`config.mk`:
```
export PLATFORM = sky130hd
export DESIGN_NAME = irq_flag_ctrl
export DESIGN_NICKNAME = d
export VERILOG_FILES = /design/src/rtl/irq_flag_pkg.sv /design/src/rtl/irq_sync.sv /design/src/rtl/irq_edge_fsm.sv /design/src/rtl/irq_port_watch.sv /design/src/rtl/irq_flag_ctrl.sv
export SDC_FILE = /design/constraint.sdc
export NUM_CORES = 1
export LEC_CHECK = 0
export CORE_MARGIN = 2
export CORE_UTILIZATION = 45
export DETAILED_ROUTE_END_ITERATION = 8
export PLACE_DENSITY = 0.81
export RECOVER_POWER = 25
export SLEW_MARGIN = 15
export SYNTH_ARGS = -nofsm -noshare
export SYNTH_HDL_FRONTEND = slang
export SYNTH_SLANG_ARGS = --single-unit
export TNS_END_PERCENT = 1
```
`constraint.sdc`:
```
create_clock -name clk -period 1.4 [get_ports clk]
set_input_delay 0.21 -clock clk [delete_from_list [all_inputs] [get_ports clk]]
set_output_delay 0.21 -clock clk [all_outputs]
set_load 0.01 [all_outputs]
```
`src/rtl/irq_flag_pkg.sv`:
```
package irq_flag_pkg;
    localparam int unsigned REG_W   = 8;
    localparam int unsigned B_GIE   = 7;
    localparam int unsigned B_RSVD  = 6;
    localparam int unsigned B_TEN   = 5;
    localparam int unsigned B_XEN   = 4;
    localparam int unsigned B_PEN   = 3;
    localparam int unsigned B_TFLG  = 2;
    localparam int unsigned B_XFLG  = 1;
    localparam int unsigned B_PFLG  = 0;
    localparam logic [REG_W-1:0] WR_MASK = 8'hBF;

    typedef enum logic {
        PIN_LOW  = 1'b0,
        PIN_HIGH = 1'b1
    } pin_state_e;
endpackage

```
`src/rtl/irq_sync.sv`:
```
module irq_sync #(
    parameter int unsigned WIDTH  = 1,
    parameter int unsigned STAGES = 2
) (
    input  logic             clk,
    input  logic             rst_n,
    input  logic [WIDTH-1:0] d_async,
    output logic [WIDTH-1:0] q_sync
);
    logic [WIDTH-1:0] stg_q [STAGES];

    always_ff @(posedge clk) begin
        if (!rst_n) begin
            for (int i = 0; i < STAGES; i++) stg_q[i] <= '0;
        end else begin
            stg_q[0] <= d_async;
            for (int i = 1; i < STAGES; i++) stg_q[i] <= stg_q[i-1];
        end
    end

    assign q_sync = stg_q[STAGES-1];
endmodule

```
`src/rtl/irq_edge_fsm.sv`:
```
module irq_edge_fsm
    import irq_flag_pkg::*;
(
    input  logic clk,
    input  logic rst_n,
    input  logic rise_sel,
    input  logic pin_s,
    output logic edge_hit
);
    pin_state_e state_q, state_d;

    always_ff @(posedge clk) begin
        if (!rst_n) state_q <= PIN_LOW;
        else        state_q <= state_d;
    end

    always_comb begin
        state_d  = state_q;
        edge_hit = 1'b0;
        unique case (state_q)
            PIN_LOW: begin
                if (pin_s) begin
                    state_d  = PIN_HIGH;
                    edge_hit = rise_sel;
                end
            end
            PIN_HIGH: begin
                if (!pin_s) begin
                    state_d  = PIN_LOW;
                    edge_hit = !rise_sel;
                end
            end
            default: state_d = PIN_LOW;
        endcase
    end

    // an edge report always coincides with a state move
    a_r2_edge_moves_state: assert property (@(posedge clk) disable iff (!rst_n)
        edge_hit |=> (state_q != $past(state_q)));
    // no edge report without the pin level moving away from the state
    a_r3_edge_needs_level_change: assert property (@(posedge clk) disable iff (!rst_n)
        (state_q == PIN_LOW && !pin_s) |-> !edge_hit);
endmodule

```
`src/rtl/irq_port_watch.sv`:
```
module irq_port_watch #(
    parameter int unsigned PORT_W = 4
) (
    input  logic              clk,
    input  logic              rst_n,
    input  logic [PORT_W-1:0] port_s,
    input  logic              rd_stb,
    output logic              mismatch
);
    logic [PORT_W-1:0] snap_q;

    always_ff @(posedge clk) begin
        if (!rst_n)      snap_q <= '0;
        else if (rd_stb) snap_q <= port_s;
    end

    assign mismatch = (port_s != snap_q);

    // the snapshot only moves on a read strobe
    a_r5_snap_holds: assert property (@(posedge clk) disable iff (!rst_n)
        !rd_stb |=> $stable(snap_q));
endmodule

```
`src/rtl/irq_flag_ctrl.sv`:
```
module irq_flag_ctrl
    import irq_flag_pkg::*;
#(
    parameter int unsigned SYNC_STAGES = 2,
    parameter int unsigned PORT_W      = 4
) (
    input  logic              clk,
    input  logic              rst_n,
    input  logic              edge_rise_sel,
    input  logic              ext_pin,
    input  logic              tmr_ovf,
    input  logic [PORT_W-1:0] port_hi,
    input  logic              port_rd,
    input  logic              reg_wr,
    input  logic [REG_W-1:0]  reg_wdata,
    output logic [REG_W-1:0]  reg_rdata,
    output logic              irq_req,
    output logic              wake_req
);
    logic              pin_s;
    logic [PORT_W-1:0] port_s;
    logic              pin_edge;
    logic              port_chg;
    logic [REG_W-1:0]  ctl_q, ctl_d;
    logic [2:0]        pend;

    irq_sync #(.WIDTH(1), .STAGES(SYNC_STAGES)) u_pin_sync (
        .clk(clk), .rst_n(rst_n), .d_async(ext_pin), .q_sync(pin_s));

    irq_sync #(.WIDTH(PORT_W), .STAGES(SYNC_STAGES)) u_port_sync (
        .clk(clk), .rst_n(rst_n), .d_async(port_hi), .q_sync(port_s));

    irq_edge_fsm u_edge (
        .clk(clk), .rst_n(rst_n), .rise_sel(edge_rise_sel),
        .pin_s(pin_s), .edge_hit(pin_edge));

    irq_port_watch #(.PORT_W(PORT_W)) u_port (
        .clk(clk), .rst_n(rst_n), .port_s(port_s),
        .rd_stb(port_rd), .mismatch(port_chg));

    always_ff @(posedge clk) begin
        if (!rst_n) ctl_q <= '0;
        else        ctl_q <= ctl_d;
    end

    // software write first, hardware set events override it
    always_comb begin
        ctl_d = ctl_q;
        if (reg_wr) ctl_d = reg_wdata & WR_MASK;
        if (tmr_ovf)  ctl_d[B_TFLG] = 1'b1;
        if (pin_edge) ctl_d[B_XFLG] = 1'b1;
        if (port_chg) ctl_d[B_PFLG] = 1'b1;
    end

    always_comb begin
        pend[0]   = ctl_q[B_PFLG] & ctl_q[B_PEN];
        pend[1]   = ctl_q[B_XFLG] & ctl_q[B_XEN];
        pend[2]   = ctl_q[B_TFLG] & ctl_q[B_TEN];
        wake_req  = |pend;
        irq_req   = wake_req & ctl_q[B_GIE];
        reg_rdata = ctl_q;
    end

    a_r6_tflag_sticky: assert property (@(posedge clk) disable iff (!rst_n)
        (ctl_q[B_TFLG] && !reg_wr) |=> ctl_q[B_TFLG]);
    a_r6_xflag_sticky: assert property (@(posedge clk) disable iff (!rst_n)
        (ctl_q[B_XFLG] && !reg_wr) |=> ctl_q[B_XFLG]);
    a_r4_timer_sets: assert property (@(posedge clk) disable iff (!rst_n)
        tmr_ovf |=> reg_rdata[B_TFLG]);
    a_r7_set_beats_clear: assert property (@(posedge clk) disable iff (!rst_n)
        (port_chg && reg_wr && !reg_wdata[B_PFLG]) |=> reg_rdata[B_PFLG]);
    a_r9_irq_implies_wake: assert property (@(posedge clk) disable iff (!rst_n)
        irq_req |-> wake_req);
    a_r10_rsvd_zero: assert property (@(posedge clk) disable iff (!rst_n)
        !reg_rdata[B_RSVD]);
endmodule

```
==> impl_results.md, run 1 <==
* Fin util at 65.7%
* Synth Cell Area at 785 um2
* Top area cells in the synthesized netlist: dfxtp_1 56%, mux2i_1 13%, and2_1 8.8%
* Fin. max-slew vios at 0
* Final Cycle Share at 106%
* Setup TNS at -0.133 ns
* Non-Filler Instances at 124
* Top FF cell, synth: dfxtp_1
* Total global-route track usage at 14.7%
* Clock Pin Slew Worst Setup and Hold Paths at 0.11 ns
* Yosys top cell area share at 56.1%
* Post-synthesis mux area share at 12.8%
* Final WL at 1290 um
* Clock Skews at 0.000736 ns
* Compound-Gate Fraction of Synth Area at 3.83%
* Final setup violation count at 2
* # hold bufs at CTS at 0
* GRT Residual Overflow at 0
* Initial antenna violation count at 0
* Num ports at 29
* Hold Path Class: reg -> reg
* Final worst slack at -0.0779 ns
* Hpwl dp at 1030 um
* Post-Synth Adder-Cell Area at 0%
* ANT cells at 0
* Post-synthesis async set-or-reset flop share at 0%
* Routed vias at 573
* Number of synthesized flops with an enable pin at 0
* Commonest non-fill, non-tap cells in the layout: 20 x dfxtp_1, 16 x clkdlybuf4s50_1, 10 x mux2i_1, 10 x nor2_1, 10 x and2_1
* Die Area at 2090 um2
* Simple logic cell fraction of the synthesized area at 17.2%
* Commonest non-fill, non-tap cell in the layout: dfxtp_1
* Drt pass-1 iters at 4
* Core ar. at 1690 um2
* Max cap viols at 0
* Dpl cell area at 1090 um2
* Number of routed nets with antenna violations at 0
* PwrDens at 1050 nW/um2
* Die Y at 45.8 um
* Avg Inst Size Synth at 10.6 um2
* Final hold violations at 0
* Status: finished, violations left
* WP data required at 1.19 ns
* Via density at 4.62
* XOR/XNOR share of the synthesized area at 4.47%
* H-Tree Depth at 1
* Root Buffer Master: clkbuf_4
* Fraction of layout instances using a drive strength above 1 at 14.0%
* Fillcell total at 136
* Failing checks: setup timing
* Data arrival, critical path at 1.27 ns
* Critical-path maximum fanout at 2
* Clock buffer depth at 2
* Cells after DPL at 120
* Peak VDD IR at 801 uV
* Synth unique cells at 20
* Final instance area at 1110 um2
* RSZ-0062 raised after global routing: yes
* Initial Utilization at 46.4%
* Area Growth Syn to Fin at 41.5%
* Max Fclk at 677 MHz
* Largest net degree at the start of global routing at 13
* Largest area contributor in the netlist: dfxtp_1
* Tmin final at 1.48 ns
* YS warnings at 0
* Row cnt at 15
* Post-CTS Repair Setup Buffers at 0
* CTS tree: done
* Mapped Nets at 93
* Crit path launch type: register
* Critical setup path kind: reg -> out
* Final Wtd Congestion at 0.738
* Register bit total from synthesis at 22
* First-pass GRT wire length at 2190 um
* Post-synthesis cell count at 74
* Clock Sinks at 22
* CP Capture Type: output port
* Drt drc at 0
* Largest family of logic cells by synthesized area: simple AND/OR/NAND/NOR gates
* Num CTS Buffers at 3
* Final-stage net count at 127
* Vias in the first global route at 577
* Die Width at 45.8 um
* Port bufs at 26
* WL per Instance at 10.4 um
* Drt first-iter violations at 5
* Worst-skew pair later-pin latency at 0.29 ns
* Seq/Total Area, Yosys at 56.1%
* Lkg Pwr at 0.526 nW
metal layers:
layer,global-route usage [%],wire [um],vias up
li1,-,-,304
met1,17.6,572,250
met2,23.7,628,17
met3,2.38,71,2
met4,10.3,17,0
met5,0,0,-
path summary, 6_finish.rpt:
path,from,to,slack [ns],depth (start not counted)
min reg2reg,u_port_sync.stg_q[0][2]$_SDFF_PN0_,u_port_sync.stg_q[0][6]$_SDFF_PN0_,0.44,1
max reg2reg,reg_rdata[2]$_SDFFE_PN0P_,reg_rdata[2]$_SDFFE_PN0P_,0.48,4
min,u_port_sync.stg_q[0][2]$_SDFF_PN0_,u_port_sync.stg_q[0][6]$_SDFF_PN0_,0.44,1
max,reg_rdata[3]$_SDFFE_PN0P_,irq_req,-0.08,3
cells by family (layout without fill, tap and decap cells):
logic type | Yosys count | in the layout
buf+inv | 7 | 40
mux | 10 | 10
simple gates | 26 | 26
flops | 22 | 22
xor+xnor | 4 | 4
compound gates | 4 | 4
other cells | 1 | 1
power by group:
part / internal [mW] / total (mW) / switching, mW
Sequential: 0.658 / 0.673 / 0.0148
Combinational: 0.104 / 0.164 / 0.0594
Clock: 0.158 / 0.328 / 0.170
Total: 0.921 / 1.16 / 0.244
area by class of cell:
type                       count  area (um2)  area share, %
sequential                    22         443           39.9
multi-input combinational     45         304           27.4
timing repair buffer          34         298           26.8
clock buffer                   4        36.3           3.27
tap                           17        21.3           1.92
inverter                       2        7.51          0.676
per-stage QoR:
stage	worst slack (ns)	hold slack, ns	total power, mW
after floorplan	0.362	0.332	0.760
after global placement	-0.0654	0.414	0.863
after detailed placement	-0.100	0.424	0.867
after CTS	-0.117	0.451	1.18
after global routing	-0.175	0.473	1.22
final	-0.0779	0.445	1.16
critical path: stages (launching register included):
cell and delay (ns):
dfxtp_1 0.32, a222oi_1 0.42, nor2b_1 0.09, buf_2 0.15
sequential cells by signal, summed over array words and instances (netlist names):
| signal | flops |
|---|---|
| u_port_sync.stg_q | 8 |
| u_port.snap_q | 4 |
| u_pin_sync.stg_q | 2 |
| reg_rdata | 7 |
| u_edge.state_q | 1 |
cells in the mapped netlist, drive strengths merged, types with 2 or more instances:
| cell | instances |
|---|---|
| nor2b | 2 |
| mux2i | 10 |
| buf | 3 |
| xor2 | 3 |
| dfxtp | 22 |
| clkbuf | 2 |
| inv | 2 |
| nor2 | 10 |
| a31oi | 2 |
| and2 | 11 |
timing repair:
item	4_1_cts	5_1_grt
gates cloned	0	0
endpoints found under the setup margin	9	2
resized for setup	17	0
pin swaps	1	1
Note: power is estimated with default switching activity, not from simulation.
==> inputs of run 2 (changes only) <==
Settings changed: CORE_MARGIN 2 to 4.
==> run 2 against run 1 <==
Net effect: the flow still finishes with violations (setup timing); die area grew 18%; design area grew 0.56%; clock-buffer cell count shrank 1; final cell count is the same; register-to-register slack is essentially flat; utilization grew 5.1 points; non-clock buffer count grew 2; maximum frequency shrank 8.2%; worst setup slack lost 0.13 ns; sequential cell count is the same; worst hold slack lost 0.0039 ns; largest cell class unchanged.
==> impl_results.md, run 2 (synthesis results as in run 1) <==
* Via density at 4.81 (+4.2%)
* Internal Power at 0.871 mW (-5.4%)
* Max reg flops at 8 (unchanged)
* WP data required at 1.19 ns (about the same)
* Final setup violation count at 2 (unchanged)
* Final hold violations at 0 (unchanged)
* Critical-path maximum fanout at 2 (unchanged)
* Psw at 0.240 mW (-1.6%)
* Drt first-iter violations at 7 (+2)
* Peak VDD IR at 724 uV (-9.6%)
* Critical setup path kind: reg -> out
* Setup TNS at -0.399 ns (-0.266 ns)
* Sw frac at 21.6% (+0.66 points)
* Final WL at 1500 um (+16%)
* Drt pass-1 iters at 4 (unchanged)
* Routed vias at 597 (+4.2%)
* Fin util at 70.8% (+5.1 points)
* Biggest register: u_port_sync.stg_q
* Lkg Pwr at 0.527 nW (+0.22%)
* Max Fclk at 621 MHz (-8.2%)
* Hpwl dp at 1180 um (+15%)
* R2r setup slk at 0.47 ns (about the same)
* Status: finished, violations left
* Initial Utilization at 49.8% (+3.3 points)
* Row cnt at 14 (-1)
* First-pass GRT wire length at 2440 um (+11%)
* Data arrival, critical path at 1.40 ns (+0.13 ns)
* Root Buffer Master: clkbuf_4
* Clock Pin Slew Worst Setup and Hold Paths at 0.10 ns (about the same)
* WL per Instance at 12.1 um (+16%)
* Start of the worst register-to-register path: reg_rdata[2]$_SDFFE_PN0P_
* Core ar. at 1580 um2 (-6.7%)
* Clock Sinks at 22 (unchanged)
* Total global-route track usage at 13.2% (-1.4 points)
* Number of routed nets with antenna violations at 0 (unchanged)
* ANT cells at 0 (unchanged)
* Crit path capture: irq_req
* Combinational power share at 15.9% (+1.9 points)
* Num CTS Buffers at 3 (unchanged)
* Commonest non-fill, non-tap cell in the layout: dfxtp_1
* RSZ-0062 raised after global routing: yes
* Initial antenna violation count at 0 (unchanged)
* Die Area at 2480 um2 (+18%)
* Worst setup startpoint: reg_rdata[0]$_SDFFE_PN0P_
* Worst-skew pair later-pin latency at 0.29 ns (about the same)
* Area Growth Syn to Fin at 42.3%
* CP Capture Type: output port
* Tmin final at 1.61 ns (+0.133 ns)
* R2R Path End: reg_rdata[2]$_SDFFE_PN0P_
* Clock buffer depth at 2 (unchanged)
* Num ports at 29 (unchanged)
* Final Wtd Congestion at 0.734 (-0.54%)
* Hold Path Class: reg -> reg
* Clock share of power at 23.5% (-4.7 points)
* Hold_ws at 0.441 ns (-0.00390 ns)
* Max cap viols at 0 (unchanged)
* Fraction of layout instances using a drive strength above 1 at 15.7% (+1.7 points)
* Fin. max-slew vios at 0 (unchanged)
* Commonest non-fill, non-tap cells in the layout: 20 x dfxtp_1, 16 x clkdlybuf4s50_1, 11 x and2_1, 10 x mux2i_1, 10 x nor2_1
* Largest net degree at the start of global routing at 12 (-1)
* Failing checks: setup timing
* Die Width at 49.8 um (+8.7%)
* H-Tree Depth at 1 (unchanged)
* Sequential share of power at 60.6% (+2.8 points)
* Port bufs at 26 (unchanged)
* Drt drc at 0 (unchanged)
* PwrDens at 995 nW/um2 (-5.2%)
* Reg2reg path depth at 4 (unchanged)
* Final worst slack at -0.210 ns (-0.133 ns)
* Hold depth at 1 (unchanged)
* Vias in the first global route at 553 (-4.2%)
* Final Cycle Share at 115% (+9.5 points)
* Die Y at 49.8 um (+8.7%)
* Clock Skews at 0.00181 ns (+0.00107 ns)
* GRT Residual Overflow at 0 (unchanged)
* CTS tree: done
* Crit path launch type: register
* # hold bufs at CTS at 0 (unchanged)
* Final-stage net count at 129 (+1.6%)
[run 2: how the worst min path moves through the flow]
stage	from	to	slack, ns
floorplan	rst_n	u_pin_sync.stg_q[0][1]$_SDFF_PN0_	0.33
detailed placement	u_port_sync.stg_q[0][1]$_SDFF_PN0_	u_port_sync.stg_q[0][5]$_SDFF_PN0_	0.42
global placement	u_port_sync.stg_q[0][3]$_SDFF_PN0_	u_port_sync.stg_q[0][7]$_SDFF_PN0_	0.41
global route	u_port_sync.stg_q[0][1]$_SDFF_PN0_	u_port_sync.stg_q[0][5]$_SDFF_PN0_	0.46
finish	u_port_sync.stg_q[0][0]$_SDFF_PN0_	u_port_sync.stg_q[0][4]$_SDFF_PN0_	0.44
CTS	u_port_sync.stg_q[0][1]$_SDFF_PN0_	u_port_sync.stg_q[0][5]$_SDFF_PN0_	0.44
[run 2: final cells by class]
class | instances | area [um2]
Clock buffer | 3 | 22.5
Fill cell | 139 | 460
Inverter | 2 | 7.51
Multi-Input combinational cell | 45 | 304
Sequential cell | 22 | 443
Tap cell | 16 | 20.0
Timing Repair Buffer | 36 | 319
[run 2: stage by stage]
step	instance area [um2]	cells	setup WS, ns	total power [mW]
CTS	1120	124	-0.218	1.13
finish	1120	124	-0.210	1.11
detailed placement	1090	119	-0.139	0.870
global route	1120	124	-0.308	1.17
global placement	1090	119	-0.0758	0.863
floorplan	785	74	0.362	0.760
[run 2: timing repair]
| item | CTS | global route |
|---|---|---|
| setup buffers | 2 | 0 |
| pin swaps | 1 | 0 |
| resized for setup | 19 | 0 |
| setup endpoints to repair | 9 | 2 |
[run 2: layer usage]
layer,global-route usage [%],vias to the layer above,wire (um)
met5,0,-,0
met4,12.0,0,30
li1,-,308,-
met2,22.2,30,731
met3,3.61,4,136
met1,13.1,255,599
[run 2: worst max-delay path, cell delays in order, from the launching register on]
cell	delay [ns]
dfxtp_2	0.33
a222oi_1	0.43
buf_4	0.18
nor2b_1	0.03
buf_2	0.13
[run 2: power by group through the flow]
| stage | Combinational (mW) | Clock, mW | Sequential [mW] |
|---|---|---|---|
| floorplan | 0.0670 | 0 | 0.693 |
| global placement | 0.179 | 0 | 0.685 |
| detailed placement | 0.182 | 0 | 0.687 |
| CTS | 0.181 | 0.276 | 0.674 |
| global route | 0.191 | 0.303 | 0.678 |
| finish | 0.176 | 0.261 | 0.674 |
